File: src/rtl/bcg_pkg.sv
package bcg_pkg;

   typedef enum logic [1:0] {
      SRC_DIV  = 2'd0,
      SRC_PEER = 2'd1,
      SRC_PIN  = 2'd2,
      SRC_OFF  = 2'd3
   } src_e;

   typedef enum logic [1:0] {
      GATE_NONE    = 2'd0,
      GATE_FS_LOW  = 2'd1,
      GATE_FS_HIGH = 2'd2,
      GATE_SPARE   = 2'd3
   } gate_e;

   typedef enum logic [1:0] {
      OUT_NONE = 2'd0,
      OUT_CONT = 2'd1,
      OUT_XFER = 2'd2,
      OUT_SPARE = 2'd3
   } omode_e;

endpackage

File: src/rtl/bcg_divider.sv
module bcg_divider #(
   parameter int DIV_W = 8
) (
   input  logic             clk,
   input  logic             rst_n,
   input  logic [DIV_W-1:0] div_val,
   output logic             div_clk
);
   localparam logic [DIV_W-1:0] ONE = DIV_W'(1);

   logic [DIV_W-1:0] cnt_q;
   logic             lvl_q;
   logic             wrap;

   // Counter has reached the last cycle of a half-period.
   assign wrap = (cnt_q >= (div_val - ONE));

   always_ff @(posedge clk or negedge rst_n) begin
      if (!rst_n) begin
         cnt_q <= '0;
         lvl_q <= 1'b0;
      end else if (div_val == '0) begin
         cnt_q <= '0;
         lvl_q <= 1'b0;
      end else if (wrap) begin
         cnt_q <= '0;
         lvl_q <= ~lvl_q;
      end else begin
         cnt_q <= cnt_q + ONE;
      end
   end

   assign div_clk = lvl_q;
endmodule

File: src/rtl/bcg_sync.sv
module bcg_sync #(
   parameter int STAGES = 2
) (
   input  logic clk,
   input  logic rst_n,
   input  logic d,
   output logic q
);
   logic [STAGES-1:0] chain_q;

   generate
      for (genvar s = 0; s < STAGES; s++) begin : g_stage
         if (s == 0) begin : g_first
            always_ff @(posedge clk or negedge rst_n) begin
               if (!rst_n) chain_q[0] <= 1'b0;
               else        chain_q[0] <= d;
            end
         end else begin : g_next
            always_ff @(posedge clk or negedge rst_n) begin
               if (!rst_n) chain_q[s] <= 1'b0;
               else        chain_q[s] <= chain_q[s-1];
            end
         end
      end
   endgenerate

   assign q = chain_q[STAGES-1];
endmodule

File: src/rtl/bcg_gate_edge.sv
module bcg_gate_edge
   import bcg_pkg::*;
(
   input  logic  clk,
   input  logic  rst_n,
   input  logic  sel_lvl,
   input  gate_e gate_mode,
   input  logic  fsync,
   input  logic  inv,
   output logic  gated,
   output logic  rise_en,
   output logic  fall_en,
   output logic  sample_en,
   output logic  shift_en
);
   logic gate_open;
   logic lvl_q;
   logic lvl_qq;

   always_comb begin
      unique case (gate_mode)
         GATE_FS_LOW:  gate_open = ~fsync;
         GATE_FS_HIGH: gate_open = fsync;
         default:      gate_open = 1'b1;
      endcase
   end

   // Closed gate parks the clock at its low level.
   assign gated = sel_lvl & gate_open;

   always_ff @(posedge clk or negedge rst_n) begin
      if (!rst_n) begin
         lvl_q  <= 1'b0;
         lvl_qq <= 1'b0;
      end else begin
         lvl_q  <= gated;
         lvl_qq <= lvl_q;
      end
   end

   assign rise_en   = lvl_q & ~lvl_qq;
   assign fall_en   = ~lvl_q & lvl_qq;
   assign sample_en = inv ? rise_en : fall_en;
   assign shift_en  = inv ? fall_en : rise_en;
endmodule

File: src/rtl/bcg_outdrv.sv
module bcg_outdrv
   import bcg_pkg::*;
(
   input  logic   clk,
   input  logic   rst_n,
   input  omode_e out_mode,
   input  logic   gated,
   input  logic   xfer_active,
   output logic   clk_out,
   output logic   clk_oe
);
   logic win_q;
   logic win_nxt;
   logic co_q;
   logic oe_q;

   // Window may only move while the clock sits low.
   assign win_nxt = gated ? win_q : xfer_active;

   always_ff @(posedge clk or negedge rst_n) begin
      if (!rst_n) begin
         win_q <= 1'b0;
         co_q  <= 1'b0;
         oe_q  <= 1'b0;
      end else begin
         win_q <= win_nxt;
         unique case (out_mode)
            OUT_CONT: begin
               co_q <= gated;
               oe_q <= 1'b1;
            end
            OUT_XFER: begin
               co_q <= gated & win_nxt;
               oe_q <= 1'b1;
            end
            default: begin
               co_q <= 1'b0;
               oe_q <= 1'b0;
            end
         endcase
      end
   end

   assign clk_out = co_q;
   assign clk_oe  = oe_q;
endmodule

File: src/rtl/bitclk_selgate.sv
module bitclk_selgate
   import bcg_pkg::*;
#(
   parameter int DIV_W       = 8,
   parameter int SYNC_STAGES = 2
) (
   input  logic             clk,
   input  logic             rst_n,
   input  logic [DIV_W-1:0] div_val,
   input  logic [1:0]       src_sel,
   input  logic             peer_clk,
   input  logic             ext_clk,
   input  logic [1:0]       gate_mode,
   input  logic             fsync,
   input  logic             inv,
   input  logic [1:0]       out_mode,
   input  logic             xfer_active,
   output logic             rise_en,
   output logic             fall_en,
   output logic             sample_en,
   output logic             shift_en,
   output logic             clk_out,
   output logic             clk_oe
);
   generate
      if (DIV_W < 1 || DIV_W > 16) begin : g_bad_div
         $error("bitclk_selgate: DIV_W must lie in 1..16");
      end
      if (SYNC_STAGES < 2) begin : g_bad_sync
         $error("bitclk_selgate: SYNC_STAGES must be at least 2");
      end
   endgenerate

   logic  div_lvl;
   logic  pin_lvl;
   logic  sel_lvl;
   logic  gated;
   src_e  src;

   assign src = src_e'(src_sel);

   bcg_divider #(.DIV_W(DIV_W)) u_div (
      .clk     (clk),
      .rst_n   (rst_n),
      .div_val (div_val),
      .div_clk (div_lvl)
   );

   bcg_sync #(.STAGES(SYNC_STAGES)) u_pin_sync (
      .clk   (clk),
      .rst_n (rst_n),
      .d     (ext_clk),
      .q     (pin_lvl)
   );

   always_comb begin
      unique case (src)
         SRC_DIV:  sel_lvl = div_lvl;
         SRC_PEER: sel_lvl = peer_clk;
         SRC_PIN:  sel_lvl = pin_lvl;
         default:  sel_lvl = 1'b0;
      endcase
   end

   bcg_gate_edge u_edge (
      .clk       (clk),
      .rst_n     (rst_n),
      .sel_lvl   (sel_lvl),
      .gate_mode (gate_e'(gate_mode)),
      .fsync     (fsync),
      .inv       (inv),
      .gated     (gated),
      .rise_en   (rise_en),
      .fall_en   (fall_en),
      .sample_en (sample_en),
      .shift_en  (shift_en)
   );

   bcg_outdrv u_out (
      .clk         (clk),
      .rst_n       (rst_n),
      .out_mode    (omode_e'(out_mode)),
      .gated       (gated),
      .xfer_active (xfer_active),
      .clk_out     (clk_out),
      .clk_oe      (clk_oe)
   );
endmodule

File: config.mk
export PLATFORM = sky130hd
export DESIGN_NAME = bitclk_selgate
export DESIGN_NICKNAME = d
export VERILOG_FILES = /design/src/rtl/bcg_pkg.sv /design/src/rtl/bcg_divider.sv /design/src/rtl/bcg_sync.sv /design/src/rtl/bcg_gate_edge.sv /design/src/rtl/bcg_outdrv.sv /design/src/rtl/bitclk_selgate.sv
export SDC_FILE = /design/constraint.sdc
export NUM_CORES = 1
export LEC_CHECK = 0
export ABC_AREA = 1
export CORE_AREA = 4 4 59 61
export CTS_CLUSTER_DIAMETER = 80
export CTS_CLUSTER_SIZE = 10
export DETAILED_ROUTE_END_ITERATION = 8
export DIE_AREA = 0 0 63 65
export DONT_BUFFER_PORTS = 1
export GPL_ROUTABILITY_DRIVEN = 0
export SYNTH_ARGS = -nofsm -noshare
export SYNTH_HDL_FRONTEND = slang
export SYNTH_SLANG_ARGS = --single-unit
File: constraint.sdc
create_clock -name clk -period 1.3 [get_ports clk]
set_input_delay 0.325 -clock clk [delete_from_list [all_inputs] [get_ports clk]]
set_output_delay 0.325 -clock clk [all_outputs]
set_load 0.01 [all_outputs]
# Word-level counts from Yosys, hierarchy flattened
# Index checks and enable logic that the tools add are counted.
[word_totals]
reg_bits = 16
out_inout_bits = 6
word_cells = 41
[classes]
reduce_logical = 4
bitwise_logic = 8
eq_ne = 6
magnitude_cmp = 1
muxes = 11
add_sub_neg = 2
[op_table]
columns = ["operator", "n"]
rows = [
  ["$mux 8", 2],
  ["$add 8x1->8 const B", 1],
  ["$ge 8x8->1", 1],
  ["$logic_not 8->1", 1],
  ["$sub 8x1->8 const B", 1],
  ["$eq 2x1->1 const B", 3],
  ["$eq 2x2->1 const B", 3],
  ["$mux 1", 6],
  ["$and 1x1->1", 4],
  ["$not 1->1", 4],
  ["$pmux 1 s2", 2],
  ["$pmux 1 s3", 1],
  ["$logic_not 2->1", 1],
  ["$reduce_bool 2->1", 1],
  ["$reduce_or 2->1", 1],
]

# Depth between registers and ports, before layout
[depth]
depth_word = 6
mapped_depth = 15

# By module
# Synthesis repeated with hierarchy kept, for this count alone.
[unflattened]
hier_cells = 156
area_unflattened_um2 = 1199.9
[modules_own_cells]
columns = ["mod", "area_each_um2", "cells_per_inst", "n_inst"]
rows = [
  ["bcg_divider", 829.5, 111, 1],
  ["bcg_gate_edge", 148.9, 22, 1],
  ["bcg_outdrv", 143.9, 15, 1],
  ["bcg_sync", 50.0, 2, 1],
  ["bitclk_selgate", 27.5, 6, 1],
]

# Least setup slack after synthesis
# Ideal clock, no wire load.
[synth_timing]
kind = "input -> register"
start = "in div_val[0]"
end = "reg u_div.cnt_q[7]"
path_stages = 12
n_path_buf = 0
arrival_ps = 1766
path_slack_ps = -585
path_cell_list = "inv_1 ha_1 inv_1 nor2_1 xor2_1 inv_1 ha_1 nand2_1 nor2_2 nand4_2 nand3_4 nor2_1"
[synth_via]
elab_chain_cells = 4
word_cells_on_any_way = 5
cone_classes = "add/sub: 1; order compare: 1; mux: 2; reduce/logical: 1"
[synth_lines]
columns = ["item", "line_no", "source"]
rows = [
  ["start, declared", "bitclk_selgate.sv:9", "input logic [DIV_W-1:0] div_val,"],
  ["$sub 8x1->8", "bcg_divider.sv:16", "assign wrap = (cnt_q >= (div_val - ONE));"],
  ["$ge 8x8->1", "bcg_divider.sv:16", ""],
  ["$mux 8", "bcg_divider.sv:25", "end else if (wrap) begin"],
  ["$mux 8 *", "bcg_divider.sv:22", "end else if (div_val == '0) begin"],
  ["end signal, assigned", "bcg_divider.sv:29", "cnt_q <= cnt_q + ONE;"],
  ["end, declared", "bcg_divider.sv:11", "logic [DIV_W-1:0] cnt_q;"],
]
# Every way passes the cells marked *; elsewhere a longest branch is shown, timed or not.
# A chain may end at the register's enable or synchronous reset.

# Worst setup path after layout
[layout_timing]
start = "in div_val[3]"
end = "reg u_div.cnt_q[1]"
# The elaborated chain is that of the path after synthesis.

==> flow_summary.ini <==
[route]
routedWlPerCell_um = 12.3
dr.pass1.iters = 4
drt_wl_total_um = 2430
vias_per_cell = 4.82
ant_nets = 0
route.detailed.drc = 0
vias = 954
drt_iter0_drc = 7

[synthesis]
synthDistinctLibCells = 21
synth_nets = 174
async_flop_share_pct = 100
avgSynthCellArea_sq_um = 8.34
netlist_area_sq_um = 1150
synth_seq_cells = 16
synth-main-ff-cell = dfrtp_1
syn_inst = 138
yosysWarningCount = 0
ys_seq_area_share_pct = 34.8
synth_edf_count = 0

[cts]
clk_latency_ns = 0.27
clkTransAtPathRegs_ns = 0.08
cts.path.max_buffers = 2
cts_sinks = 16
cts_tree = yes
root_buffer = clkbuf_4
cts_buffers = 3
htreeDepth = 1

[critical_path]
path_delay_family = simple AND/OR/NAND/NOR gates
cpMostUsedCell = nor2_4
start_kind = input pin
cp.required_ns = 1.47
end_kind = flop
path_class = input pin to flop
crit_chain = or2_4 -> nor2_4 -> nand2_2 -> xor2_1 -> inv_1 -> ha_4 -> nand2_4 -> nor2_4 -> nand4_4 -> nand3_4 -> nor2_2
cpMaxStageDelayCell = ha_4
cp_data_arrival_time_ns = 1.91
reg2reg_slack_ns = -0.25
critPathMaxStageDelay_ns = 0.28
critPathMaxFanout = 8
crit_buf_inv = 1

[sta]
min_period_over_period_pct = 134
fmax_ghz = 0.574
grt_setup_unrepaired = true
worst_pin_slew_ns = 0.696
finClkSkew_ns = 0.00210
setup_viol = 12
finalHoldWorstSlack_ns = 0.0724
slew_viol_final = 0
layout_min_cycle_time_ns = 1.74
hold_violations = 0
max_slew_margin_pct = 53.5
worst_slack_ns = -0.443

[floorplan]
rows = 20
fp.dieH_um = 65
die_w_um = 63
pin_count = 27
core-area_sq_um = 2980
initial_core_util_pct = 38.7
dieArea_sq_um = 4100

[power]
ir_drop_uv = 767
leakage_nw = 0.814
power.density_nw_per_um2 = 1390

[placement]
dp.cells = 191
dp_hpwl_um = 1950
io_buffers = 0

[grt]
grt_pass1_wl_um = 4290
grt-ovfl-total = 0
grtUsageTotal_pct = 13.2
antenna_found_initial = 0
grt_pass1_vias = 1040
grt_max_degree = 17

[outcome]
status = finished with violations
violations = negative setup slack

[layout]
nFillCells = 291
mostFrequentLayoutCell = inv_1
final_cell_mix = 24 x inv_1, 22 x buf_4, 18 x nand2_1
area_growth_pct = 34.9
stdcell_count = 198
final_nets = 203
drive_above_1_share_pct = 40.0
diodes = 0

[hold_path]
hold_class = input pin to flop

[run]
drv_cap = 0
==> path summary, 6_finish.rpt <==
| check | start | to | depth (start not counted) |
|---|---|---|---|
| min in group asynchronous | rst_n | u_out.clk_out | 1 |
| max in group asynchronous | rst_n | u_edge.lvl_q | 1 |
| setup reg to reg | u_div.cnt_q[7] | u_div.cnt_q[1] | 6 |
| hold reg to reg | u_pin_sync.chain_q[0] | u_pin_sync.q | 0 |
| setup / recovery | div_val[3] | u_div.cnt_q[1] | 11 |
| hold / removal | ext_clk | u_pin_sync.chain_q[0] | 0 |
==> worst register-to-register path, cell delays in order, from the launching register on <==
cell and delay (ns):
dfrtp_1 0.40, ha_1 0.35, a21oi_2 0.18, nand2_2 0.09, a21oi_4 0.15, nand3_4 0.17
nor2_2 0.14
==> repair_timing <==
action / CTS / global route
buffers inserted: 1 / 2
hold buffers: 1 / 0
pin swaps: 12 / 13
endpoints found under the hold margin: 16 / 0
gates resized for setup: 27 / 14
setup endpoints to repair: 12 / 13
==> power by group <==
| group | total, W | leakage, nW | switching [W] | internal [W] |
|---|---|---|---|---|
| Sequential | 0.000740 | 0.199 | 0.000103 | 0.000638 |
| Combinational | 0.00117 | 0.601 | 0.000604 | 0.000562 |
| Clock | 0.000246 | 0.0138 | 0.000139 | 0.000107 |
| Total | 0.00215 | 0.814 | 0.000846 | 0.00131 |
==> final cells by class <==
| cell class | count | area (sq um) | share of cell area [%] |
|---|---|---|---|
| multi-input combinational | 93 | 792 | 51.0 |
| clock buffer | 3 | 22.5 | 1.45 |
| sequential | 16 | 402 | 25.9 |
| tap | 33 | 41.3 | 2.66 |
| timing repair buffer | 24 | 186 | 12.0 |
| inverter | 29 | 109 | 7.01 |
==> flip-flops by register name (all words and copies together) (netlist names) <==
signal	flops
u_div.cnt_q	8
u_div.div_clk	1
u_edge.lvl_q	1
u_edge.lvl_qq	1
u_out.clk_oe	1
u_out.clk_out	1
u_out.win_q	1
u_pin_sync.chain_q	1
u_pin_sync.q	1
==> Yosys cell counts, types with 2 or more instances <==
cell	count	share of area [%]
a21oi_1	5	2.2
dfrtp_1	16	35
ha_1	15	16
inv_1	29	9.5
nand2_1	23	7.5
nand3_1	5	2.2
nand3b_1	3	2.0
nand4_1	2	1.1
nor2_1	16	5.2
nor3_1	2	0.87
or2_4	2	1.5
xnor2_1	3	2.3
xor2_1	9	6.8
==> stage by stage <==
stage | TNS [ns] | total power, W | area [sq um] | setup slack, ns | util, %
3_3_place_gp | -6.31 | 0.00165 | 1350 | -0.708 | 45.2
5_1_grt | -4.97 | 0.00238 | 1550 | -0.534 | 52.1
6_report | -4.01 | 0.00215 | 1550 | -0.443 | 52.1
4_1_cts | -3.82 | 0.00214 | 1480 | -0.422 | 49.7
2_1_floorplan | -5.07 | 0.00131 | 1150 | -0.567 | -
3_5_place_dp | -6.85 | 0.00170 | 1350 | -0.778 | 45.2
==> per-layer routing <==
layer	wire length, um	part of all wire (%)	vias up	global-route usage [%]
li1	-	-	482	-
met1	887	37	449	12.4
met2	1370	56	21	26.1
met3	154	6.3	2	3.81
met4	17	0.70	0	5.79
met5	0	0	-	0
==> kinds of logic (layout without fill, tap and decap cells) <==
kind of cell             after synthesis  in the layout  synth area share [%]
flip-flops                            16             16                  34.8
buffers and inverters                 29             56                  9.46
AND/OR/NAND/NOR                       58             58                  26.3
XOR/XNOR                              12             12                  9.13
AO/OA/AOI/OAI                          8              8                  4.02
adder cells (fa/ha/maj)               15             15                  16.3
Power figures use the tool's default switching activity.
